$ cat src/rtl/lbk_byte_match.sv
module lbk_byte_match #(
    parameter int unsigned BYTE_W      = 8,
    parameter int unsigned MATCH_BYTES = 6,
    localparam int unsigned ADDR_W     = BYTE_W * MATCH_BYTES,
    localparam int unsigned BCNT_W     = $clog2(BYTE_W),
    localparam int unsigned IDX_W      = $clog2(MATCH_BYTES + 1)
) (
    input  logic              clk,
    input  logic              rst,
    input  logic              start,
    input  logic              in_bit,
    input  logic              in_vld,
    input  logic [ADDR_W-1:0] station_addr,
    output logic [BYTE_W-1:0] byte_data,
    output logic              byte_strobe,
    output logic              addr_match,
    output logic              partial
);
    localparam int unsigned SLOTS = 1 << IDX_W;

    typedef struct packed {
        logic [BYTE_W-1:0] sh;
        logic [BCNT_W-1:0] bcnt;
        logic [IDX_W-1:0]  idx;
        logic              match;
        logic [BYTE_W-1:0] out_byte;
        logic              strobe;
    } bm_t;

    bm_t b_d, b_q;
    logic [BYTE_W-1:0] addr_b [SLOTS];
    logic [BYTE_W-1:0] nb;

    for (genvar k = 0; k < SLOTS; k++) begin : g_addr
        if (k < MATCH_BYTES) begin : g_real
            assign addr_b[k] = station_addr[k*BYTE_W +: BYTE_W];
        end else begin : g_pad
            assign addr_b[k] = '0;
        end
    end

    always_comb begin
        b_d        = b_q;
        b_d.strobe = 1'b0;
        nb         = {in_bit, b_q.sh[BYTE_W-1:1]};
        if (start) begin
            b_d.bcnt  = '0;
            b_d.idx   = '0;
            b_d.match = 1'b1;
        end else if (in_vld) begin
            b_d.sh = nb;
            if (b_q.bcnt == BCNT_W'(BYTE_W - 1)) begin
                b_d.bcnt     = '0;
                b_d.out_byte = nb;
                b_d.strobe   = 1'b1;
                if (b_q.idx < IDX_W'(MATCH_BYTES)) begin
                    b_d.match = b_q.match && (nb == addr_b[b_q.idx]);
                    b_d.idx   = b_q.idx + 1'b1;
                end
            end else begin
                b_d.bcnt = b_q.bcnt + 1'b1;
            end
        end
    end

    always_ff @(posedge clk) begin
        if (rst) begin
            b_q <= '0;
        end else begin
            b_q <= b_d;
        end
    end

    assign byte_data   = b_q.out_byte;
    assign byte_strobe = b_q.strobe;
    assign addr_match  = b_q.match && (b_q.idx == IDX_W'(MATCH_BYTES));
    assign partial     = (b_q.bcnt != '0);

    assert_strobe_spacing_R1: assert property (@(posedge clk) disable iff (rst)
        byte_strobe |=> !byte_strobe);

    assert_idx_bound_R6: assert property (@(posedge clk) disable iff (rst)
        b_q.idx <= IDX_W'(MATCH_BYTES));
endmodule

$ cat config.mk
export PLATFORM = sky130hd
export DESIGN_NAME = lbk_byte_match
export DESIGN_NICKNAME = d
export VERILOG_FILES = /design/src/rtl/lbk_byte_match.sv
export SDC_FILE = /design/constraint.sdc
export NUM_CORES = 1
export LEC_CHECK = 0
export ABC_AREA = 1
export CAP_MARGIN = 20
export CORE_AREA = 5 5 68 70
export DETAILED_ROUTE_END_ITERATION = 7
export DIE_AREA = 0 0 73 75
export PLACE_DENSITY = 0.79
export SYNTH_ARGS = -nofsm -noshare
export SYNTH_HDL_FRONTEND = slang
export SYNTH_SLANG_ARGS = --single-unit
export TNS_END_PERCENT = 5
$ cat constraint.sdc
create_clock -name clk -period 3.7 [get_ports clk]
set_input_delay 0.74 -clock clk [delete_from_list [all_inputs] [get_ports clk]]
set_output_delay 0.74 -clock clk [all_outputs]
set_load 0.02 [all_outputs]
==> results.sh, run 1 <==
export IMPL_wl_met1_um=1920
export IMPL_fin_crit_sh_pct=68.3
export IMPL_avgSynthCellArea_sq_um=6.28
export IMPL_final_nets=381
export IMPL_p_int_mw=0.399
export IMPL_endpoint_kind="output port"
export IMPL_clk_path_buf_depth=2
export IMPL_ys_flop_type="dfxtp_1"
export IMPL_total_leakage_power_nw=1.08
export IMPL_antenna_left=0
export IMPL_r2r_start="b_q[13]"
export IMPL_crit_type="register to output port"
export IMPL_stdcell_count=372
export IMPL_relSlewSlack_pct=75.6
export IMPL_worstRegToRegCells=8
export IMPL_cts_buffers=3
export IMPL_cp_endpoint="addr_match"
export IMPL_hold_viol=0
export IMPL_die_area_sq_um=5480
export IMPL_fp_dieH_um=75
export IMPL_postCtsSetupBuffers=0
export IMPL_die_x_um=73
export IMPL_firstDrtPassIters=4
export IMPL_finalWirelength_um=4220
export IMPL_skew_ns=0.00133
export IMPL_path_cells="inv_4 > ha_1 > nand2_1 > nor2_1 > clkdlybuf4s50_1"
export IMPL_topRoutingLayerUsed="met4"
export IMPL_n_antenna_cell=0
export IMPL_core_area_sq_um=3910
export IMPL_fin_tns_setup_ns=0
export IMPL_initial_utilization_pct=43.3
export IMPL_drive_gt1_share_pct=6.52
export IMPL_cts_hold_buffers=0
export IMPL_nFillCells=410
export IMPL_initialDrtViolationCount=78
export IMPL_syn_num_nets=328
export IMPL_avgRoutedWirePerCell_um=11.4
export IMPL_wl_met3_um=241
export IMPL_grt_usage_pct=16.1
export IMPL_power_frac_comb_pct=21.7
export IMPL_clkLatencyLatePin_ns=0.26
export IMPL_grt_pass1_vias=1638
export IMPL_fin_crit_ns=2.53
export IMPL_grt_setup_unrepaired="no"
export IMPL_rows=23
export IMPL_reg2reg_to="byte_data[5]"
export IMPL_globalplace_congestion=0.817
export IMPL_worst_ep_arrival_time_ns=1.79
export IMPL_grt_start_max_net_pins=28
export IMPL_p_per_area_nw_per_um2=226
export IMPL_outcome="finished, final reports clean"
export IMPL_numPortBuffers=63
export IMPL_max_stage_delay_ns=0.63
export IMPL_irDropWorstVdd_mv=0.301
export IMPL_path_clk_slew_ns=0.08
export IMPL_tightestPinTransition_ns=0.365
export IMPL_synth_edf_count=0
export IMPL_antenna_found_initial=0
export IMPL_cts_tree="done"
export IMPL_switching_share_pct=23.6
export IMPL_timing_max_cap_violations=0
export IMPL_startpoint="b_q[10]"
export IMPL_pwr_share_seq_pct=49.7
export IMPL_placed_cell_area_sq_um=2260
export IMPL_grt_pass1_wl_um=7070
export IMPL_cts_sink_count=23
export IMPL_viasPerCell=4.71
export IMPL_io_pins=64
export IMPL_yosysSeqAreaShare_pct=27.2
export IMPL_synth_cells=270
export IMPL_final_max_slew_violation_count=0
export IMPL_synthArstFlopShare_pct=0
export IMPL_crit_path_start_kind="register"
export IMPL_drc=0
export IMPL_hp_class="register to register"
export IMPL_synth_area_sq_um=1700
export IMPL_cts_resized=0
export IMPL_ctsHtreeMaxLevel=1
export IMPL_hpwl_um=3400
export IMPL_ys_types=24
export IMPL_crit_fanout=25
export IMPL_vias=1752
export IMPL_synth_seq_cells=23
export IMPL_p_clk_share_pct=28.6
export IMPL_wl_met2_um=2050
export IMPL_area_growth_syn_to_layout_pct=35.9
export IMPL_multi_input_area_sq_um=911
export IMPL_finalSetupViolations=0
export IMPL_ys_warn_count=0
export IMPL_switchingPower_mw=0.123
export IMPL_final_cell_area_sq_um=2300
export IMPL_clockRootBuffer="clkbuf_8"
export IMPL_critical_path_slowest_cell="clkdlybuf4s50_1"
export IMPL_seqCellArea_sq_um=460
export IMPL_fin_ws_ns=1.17
export IMPL_post_route_util_pct=58.9
export IMPL_r2r_slack_ns=1.95
export IMPL_timing_fmax_mhz=395
export IMPL_critPathRequiredTime_ns=2.96
export IMPL_dp_cells=368
export IMPL_globalRouteOverflowTotal=0
export IMPL_place_ws_ns=1.42
==> how the worst min path moves through the flow <==
| stage | from | end | cells past startpoint |
|---|---|---|---|
| floorplan | b_q[15] | b_q[15] | 2 |
| global placement | b_q[14] | b_q[14] | 2 |
| detailed placement | b_q[15] | b_q[15] | 2 |
| CTS | b_q[15] | b_q[15] | 2 |
| global route | b_q[15] | b_q[15] | 2 |
| finish | b_q[14] | b_q[14] | 2 |
==> state kept, by name, indices dropped and copies added (netlist names) <==
register     flops
b_q             14
byte_data        8
byte_strobe      1
==> layout by cell type (no fill, tap or decap), drive strengths merged <==
cell and n:
inv 46, dfxtp 23, o21a 3, nor2 14, clkbuf 3, o21ai 24, clkinv 2, o211ai 5
nand3 25, nor3 3, clkdlybuf4s50 63, ha 5, nand2 80, buf 2, a21oi 19, or2 5
==> cell usage after synthesis (2+ instances only) <==
cell | instances | share of area (%)
nand3_1 | 25 | 7.4
o211ai_2 | 2 | 1.5
inv_1 | 43 | 9.5
nor3_1 | 3 | 0.89
o211ai_1 | 3 | 1.3
o21ai_0 | 19 | 5.6
clkbuf_1 | 2 | 0.44
buf_6 | 5 | 3.3
nor2_1 | 13 | 2.9
dfxtp_1 | 23 | 27
nand2_1 | 80 | 18
inv_2 | 2 | 0.44
a21oi_1 | 18 | 5.3
or2_2 | 5 | 1.8
ha_1 | 5 | 3.7
buf_4 | 9 | 4.0
o21a_1 | 3 | 1.3
o21ai_2 | 3 | 1.6
o21ai_1 | 2 | 0.59
==> power groups by stage <==
stage          Clock [mW]  Sequential, mW  Combinational, mW
2_1_floorplan           0           0.264             0.0466
3_3_place_gp            0           0.265              0.112
3_5_place_dp            0           0.265              0.113
4_1_cts             0.154           0.259              0.114
5_1_grt             0.169           0.260              0.127
6_report            0.150           0.259              0.113
==> logic make-up (layout without fill, tap and decap cells) <==
family	count (synthesis)	in the layout	share of synthesized area, %
AND/OR/NAND/NOR	127	127	31.9
buffers and inverters	64	116	19.1
AO/OA/AOI/OAI	51	51	18.2
flip-flops	23	23	27.2
adder cells (fa/ha/maj)	5	5	3.69
==> final cells by class <==
cell class,instances,area share (%)
well taps,50,2.71
repair buffers,65,28.0
flip-flops and latches,23,20.0
clock inverters,1,0.217
multi-input cells,183,39.5
inverters,47,7.76
clock buffers,3,1.79
==> critical path: cells and delay by family (launching register included) <==
kind,cells,cell delay (ns)
buf+inv,2,0.84
flops,1,0.34
fa+ha+maj,1,0.19
simple gates,2,0.17
==> metal layers <==
layer,up-vias,global-route usage (%)
li1,943,-
met1,769,19.2
met2,38,30.4
met3,2,2.67
met4,0,3.28
met5,-,0
==> metrics by stage <==
step	total power [mW]	hold slack [ns]
finish	0.522	0.482
global route	0.555	0.515
CTS	0.527	0.483
detailed placement	0.378	0.473
global placement	0.378	0.469
floorplan	0.310	0.452
Power figures use the tool's default switching activity.
==> run 2, diff against run 1 <==
--- a/config.mk
+++ b/config.mk
@@ -7,10 +7,10 @@
 export LEC_CHECK = 0
 export ABC_AREA = 1
 export CAP_MARGIN = 20
-export CORE_AREA = 5 5 68 70
+export CORE_AREA = 5 5 72 74
 export DETAILED_ROUTE_END_ITERATION = 7
-export DIE_AREA = 0 0 73 75
-export PLACE_DENSITY = 0.79
+export DIE_AREA = 0 0 77 79
+export PLACE_DENSITY = 0.74
 export SYNTH_ARGS = -nofsm -noshare
 export SYNTH_HDL_FRONTEND = slang
 export SYNTH_SLANG_ARGS = --single-unit
==> constraint.sdc (replaced) <==
create_clock -name clk -period 2.2 [get_ports clk]
set_input_delay 0.44 -clock clk [delete_from_list [all_inputs] [get_ports clk]]
set_output_delay 0.44 -clock clk [all_outputs]
set_load 0.02 [all_outputs]
==> run 2 against run 1 <==
Compared with the run above:
- clock skew about the same
- flip-flop and latch count is the same
- first-iteration DRC count decreased by 12%
- critical path depth down 2
- sequential share of layout area down 0.11 points
- critical endpoint unchanged
- largest power group unchanged
- via count rose by 0.11%
- cell count up 1.3%
- routed wire length increased by 3.4%
- global-route usage down 1.9 points
- hold slack gained 0.0020 ns
==> results.sh, run 2 (synthesized netlist as in run 1, its figures left out) <==
export IMPL_grt_start_max_net_pins=28
export IMPL_skew_ns=0.00159
export IMPL_initialDrtViolationCount=69
export IMPL_hp_class="register to register"
export IMPL_layout_commonest_cell="nand2_1"
export IMPL_worst_ep_arrival_time_ns=1.62
export IMPL_cts_sink_count=23
export IMPL_finalSetupViolations=0
export IMPL_hold_viol=0
export IMPL_grt_pass1_vias=1633
export IMPL_path_cells="inv_2 > nor2_1 > clkdlybuf4s50_1"
export IMPL_placed_cell_area_sq_um=2270
export IMPL_dp_cells=373
export IMPL_io_pins=64
export IMPL_reg2reg_to="byte_data[2]"
export IMPL_holdWs_ns=0.484
export IMPL_globalRouteOverflowTotal=0
export IMPL_grt_pass1_wl_um=7290
export IMPL_cts_hold_buffers=0
export IMPL_relSlewSlack_pct=74.6
export IMPL_finalPower_mw=0.890
export IMPL_crit_type="register to output port"
export IMPL_tightestPinTransition_ns=0.381
export IMPL_drive_gt1_share_pct=6.81
export IMPL_crit_fanout=11
export IMPL_drc=0
export IMPL_path_clk_slew_ns=0.08
export IMPL_core_area_sq_um=4540
export IMPL_p_per_area_nw_per_um2=384
export IMPL_timing_max_cap_violations=0
export IMPL_post_route_util_pct=51.1
export IMPL_rows=25
export IMPL_vias=1754
export IMPL_antenna_found_initial=0
export IMPL_largest_register="b_q"
export IMPL_min_from="b_q[15]"
export IMPL_startpoint="b_q[12]"
export IMPL_place_ws_ns=0.250
export IMPL_cts_resized=0
export IMPL_critical_path_slowest_cell="clkdlybuf4s50_1"
export IMPL_final_nets=382
export IMPL_irDropWorstVdd_mv=0.528
export IMPL_cts_buffers=3
export IMPL_final_cell_mix="nand2_1 (80), clkdlybuf4s50_1 (63), inv_1 (43)"
export IMPL_largest_reg_flops=14
export IMPL_critPathRequiredTime_ns=1.76
export IMPL_final_max_slew_violation_count=0
export IMPL_fin_crit_ns=2.06
export IMPL_viasPerCell=4.65
export IMPL_stdcell_count=377
export IMPL_max_stage_delay_ns=0.62
export IMPL_postCtsSetupBuffers=0
export IMPL_clk_path_buf_depth=2
export IMPL_final_cell_area_sq_um=2320
export IMPL_initial_utilization_pct=37.4
export IMPL_numPortBuffers=63
export IMPL_firstDrtPassIters=4
export IMPL_avgRoutedWirePerCell_um=11.6
export IMPL_clkLatencyLatePin_ns=0.26
export IMPL_ctsHtreeMaxLevel=1
export IMPL_cts_tree="done"
export IMPL_timing_fmax_mhz=486
export IMPL_r2r_start="b_q[13]"
export IMPL_fin_tns_setup_ns=0
export IMPL_n_antenna_cell=0
export IMPL_hpwl_um=3410
export IMPL_die_x_um=77
export IMPL_hold_path_endpoint="b_q[15]"
export IMPL_globalplace_congestion=0.877
export IMPL_fin_crit_sh_pct=93.5
export IMPL_antenna_left=0
export IMPL_r2r_slack_ns=0.48
export IMPL_worstRegToRegCells=8
export IMPL_endpoint_kind="output port"
export IMPL_grt_usage_pct=14.2
export IMPL_total_leakage_power_nw=1.09
export IMPL_die_area_sq_um=6080
export IMPL_outcome="finished, final reports clean"
export IMPL_area_growth_syn_to_layout_pct=36.7
export IMPL_finalWirelength_um=4370
export IMPL_fin_ws_ns=0.143
export IMPL_hold_path_depth=2
export IMPL_grt_setup_unrepaired="no"
export IMPL_fp_dieH_um=79
export IMPL_clockRootBuffer="clkbuf_8"
export IMPL_crit_path_start_kind="register"
## run 2: final cells by class
type	instances	area, sq um
clock buffers	3	41.3
clock inverters	1	5.00
fillers	450	2220
inverters	47	179
multi-input cells	183	911
flip-flops and latches	23	460
well taps	54	67.6
repair buffers	66	653
## run 2: how the worst max path moves through the flow
stage,end,slack [ns],cells after the start
after global routing,addr_match,0.07,3
final,addr_match,0.14,3
after global placement,byte_data[5],0.32,7
after floorplan,addr_match,0.63,6
after CTS,addr_match,0.13,3
after detailed placement,byte_data[6],0.25,7
## run 2: worst max-delay path: cells and delay by family (launching register included)
kind	cells	cell delay (ns)
buffers and inverters	2	0.78
flip-flops	1	0.42
AND/OR/NAND/NOR	1	0.15
## run 2: metal layers
| metal | vias to the layer above | global-route usage [%] | part of all wire [%] |
|---|---|---|---|
| met2 | 38 | 24.1 | 47 |
| met3 | 4 | 3.06 | 5.0 |
| li1 | 949 | - | - |
| met1 | 763 | 18.7 | 47 |
| met4 | 0 | 2.58 | 0.66 |
| met5 | - | 0 | 0 |
## run 2: power by group
part	internal (mW)	total, mW	leakage (nW)	switching (mW)
combinational	0.117	0.191	0.873	0.0747
clock	0.126	0.262	0.0255	0.136
sequential	0.428	0.436	0.187	0.00825
total	0.671	0.890	1.09	0.219
==> run 3, diff against run 2 <==
--- a/config.mk
+++ b/config.mk
@@ -11,6 +11,7 @@
 export DETAILED_ROUTE_END_ITERATION = 7
 export DIE_AREA = 0 0 77 79
 export PLACE_DENSITY = 0.74
+export RECOVER_POWER = 25
 export SYNTH_ARGS = -nofsm -noshare
 export SYNTH_HDL_FRONTEND = slang
 export SYNTH_SLANG_ARGS = --single-unit
==> run 3 against run 2 <==
Compared with the run above:
- largest power group unchanged
- via count is 0.11% lower
- sequential share of layout area up 0.097 points
- die area did not move
- sequential power hardly changed
- cell count stayed put
- global-route usage is the same
- hold slack improved by 0.0012 ns
- combinational power hardly changed
- highest routed layer unchanged
- utilization fell by 0.25 points
- critical endpoint unchanged
==> results.sh, run 3 (synthesized netlist as in run 1, its figures left out) <==
export IMPL_relSlewSlack_pct=74.2
export IMPL_r2r_start="b_q[13]"
export IMPL_tightestPinTransition_ns=0.388
export IMPL_cts_buffers=3
export IMPL_numPortBuffers=63
export IMPL_critical_path_slowest_cell="clkdlybuf4s50_1"
export IMPL_final_cell_mix="nand2_1 (80), clkdlybuf4s50_1 (62), inv_1 (43)"
export IMPL_initial_utilization_pct=37.4
export IMPL_cts_sink_count=23
export IMPL_worstRegToRegCells=12
export IMPL_crit_fanout=2
export IMPL_grt_pass1_vias=1633
export IMPL_largest_register="b_q"
export IMPL_layout_commonest_cell="nand2_1"
export IMPL_min_from="b_q[15]"
export IMPL_timing_fmax_mhz=498
export IMPL_worst_ep_arrival_time_ns=1.57
export IMPL_p_per_area_nw_per_um2=384
export IMPL_crit_type="register to output port"
export IMPL_max_stage_delay_ns=0.62
export IMPL_largest_reg_flops=14
export IMPL_cts_tree="done"
export IMPL_antenna_found_initial=0
export IMPL_final_max_slew_violation_count=0
export IMPL_fin_tns_setup_ns=0
export IMPL_vias=1752
export IMPL_die_area_sq_um=6080
export IMPL_grt_pass1_wl_um=7290
export IMPL_fp_dieH_um=79
export IMPL_finalWirelength_um=4340
export IMPL_viasPerCell=4.65
export IMPL_path_cells="inv_4 > ha_1 > nand2_1 > nor2_1 > clkdlybuf4s50_1"
export IMPL_antenna_left=0
export IMPL_endpoint_kind="output port"
export IMPL_rows=25
export IMPL_final_nets=382
export IMPL_hold_path_depth=2
export IMPL_grt_setup_unrepaired="no"
export IMPL_critPathRequiredTime_ns=1.76
export IMPL_globalplace_congestion=0.877
export IMPL_timing_max_cap_violations=0
export IMPL_hold_path_endpoint="b_q[15]"
export IMPL_drc=0
export IMPL_cts_resized=0
export IMPL_initialDrtViolationCount=66
export IMPL_fin_ws_ns=0.194
export IMPL_outcome="finished, final reports clean"
export IMPL_skew_ns=0.00250
export IMPL_crit_path_start_kind="register"
export IMPL_r2r_slack_ns=0.37
export IMPL_ctsHtreeMaxLevel=1
export IMPL_cts_hold_buffers=0
export IMPL_globalRouteOverflowTotal=0
export IMPL_clkLatencyLatePin_ns=0.26
export IMPL_irDropWorstVdd_mv=0.524
export IMPL_grt_start_max_net_pins=28
export IMPL_path_clk_slew_ns=0.08
export IMPL_avgRoutedWirePerCell_um=11.5
export IMPL_drive_gt1_share_pct=6.50
export IMPL_n_antenna_cell=0
export IMPL_reg2reg_to="b_q[9]"
export IMPL_grt_usage_pct=14.2
export IMPL_fin_crit_sh_pct=91.2
export IMPL_finalSetupViolations=0
export IMPL_core_area_sq_um=4540
export IMPL_hold_viol=0
export IMPL_total_leakage_power_nw=1.09
export IMPL_clk_path_buf_depth=2
export IMPL_area_growth_syn_to_layout_pct=36.0
export IMPL_holdWs_ns=0.486
export IMPL_io_pins=64
export IMPL_postCtsSetupBuffers=0
export IMPL_fin_crit_ns=2.01
export IMPL_clockRootBuffer="clkbuf_8"
export IMPL_place_ws_ns=0.250
export IMPL_die_x_um=77
export IMPL_firstDrtPassIters=4
export IMPL_hpwl_um=3410
export IMPL_hp_class="register to register"
## run 3: cell types whose count changed in the layout (fill, tap and decap cells not counted), sizes merged
cell           before  now
clkdlybuf4s50      63   62
dlygate4sd3         0    1
## run 3: layer usage
| metal | track usage (%) | up-vias | share of wire [%] | wire (um) |
|---|---|---|---|---|
| met1 | 18.7 | 760 | 47 | 2050 |
| met2 | 24.1 | 40 | 47 | 2040 |
| met4 | 2.58 | 0 | 0.67 | 29 |
| met3 | 3.06 | 4 | 5.1 | 222 |
| li1 | - | 948 | - | - |
| met5 | 0 | - | 0 | 0 |
## run 3: how the worst max path moves through the flow
stage                        from            to  slack [ns]  depth (start not counted)
final                     b_q[10]    addr_match        0.19                          5
after global routing      b_q[13]        b_q[9]        0.09                         12
after CTS                 b_q[12]    addr_match        0.13                          3
after detailed placement   in_vld  byte_data[6]        0.25                          7
after global placement     in_vld  byte_data[5]        0.32                          7
after floorplan           b_q[10]    addr_match        0.63                          6
## run 3: worst max-delay path: cells and delay by family (launching register included)
family        cells  cell delay [ns]
simple gates      2             0.15
fa+ha+maj         1             0.14
buf+inv           2             0.67
flops             1             0.34
## run 3: power by group
part | internal [mW] | leakage, nW | switching (mW)
registers | 0.428 | 0.187 | 0.00825
clock network | 0.126 | 0.0255 | 0.133
logic | 0.116 | 0.872 | 0.0745
## run 3: area by class of cell
type                            count  area [sq um]
Fill cell                         452          2230
Multi-Input combinational cell    183           900
Timing Repair Buffer               66           653
Sequential cell                    23           460
Inverter                           47           179
Tap cell                           54          67.6
Clock buffer                        3          41.3
Clock inverter                      1          5.00
## run 3: per-stage QoR
stage / std cells / cell area, sq um / util [%] / total power, mW
3_3_place_gp: 373 / 2270 / 50.1 / 0.635
3_5_place_dp: 373 / 2270 / 50.1 / 0.636
4_1_cts: 377 / 2320 / 51.1 / 0.895
5_1_grt: 377 / 2310 / 50.8 / 0.932
6_report: 377 / 2310 / 50.8 / 0.886
2_1_floorplan: 270 / 1700 / - / 0.522
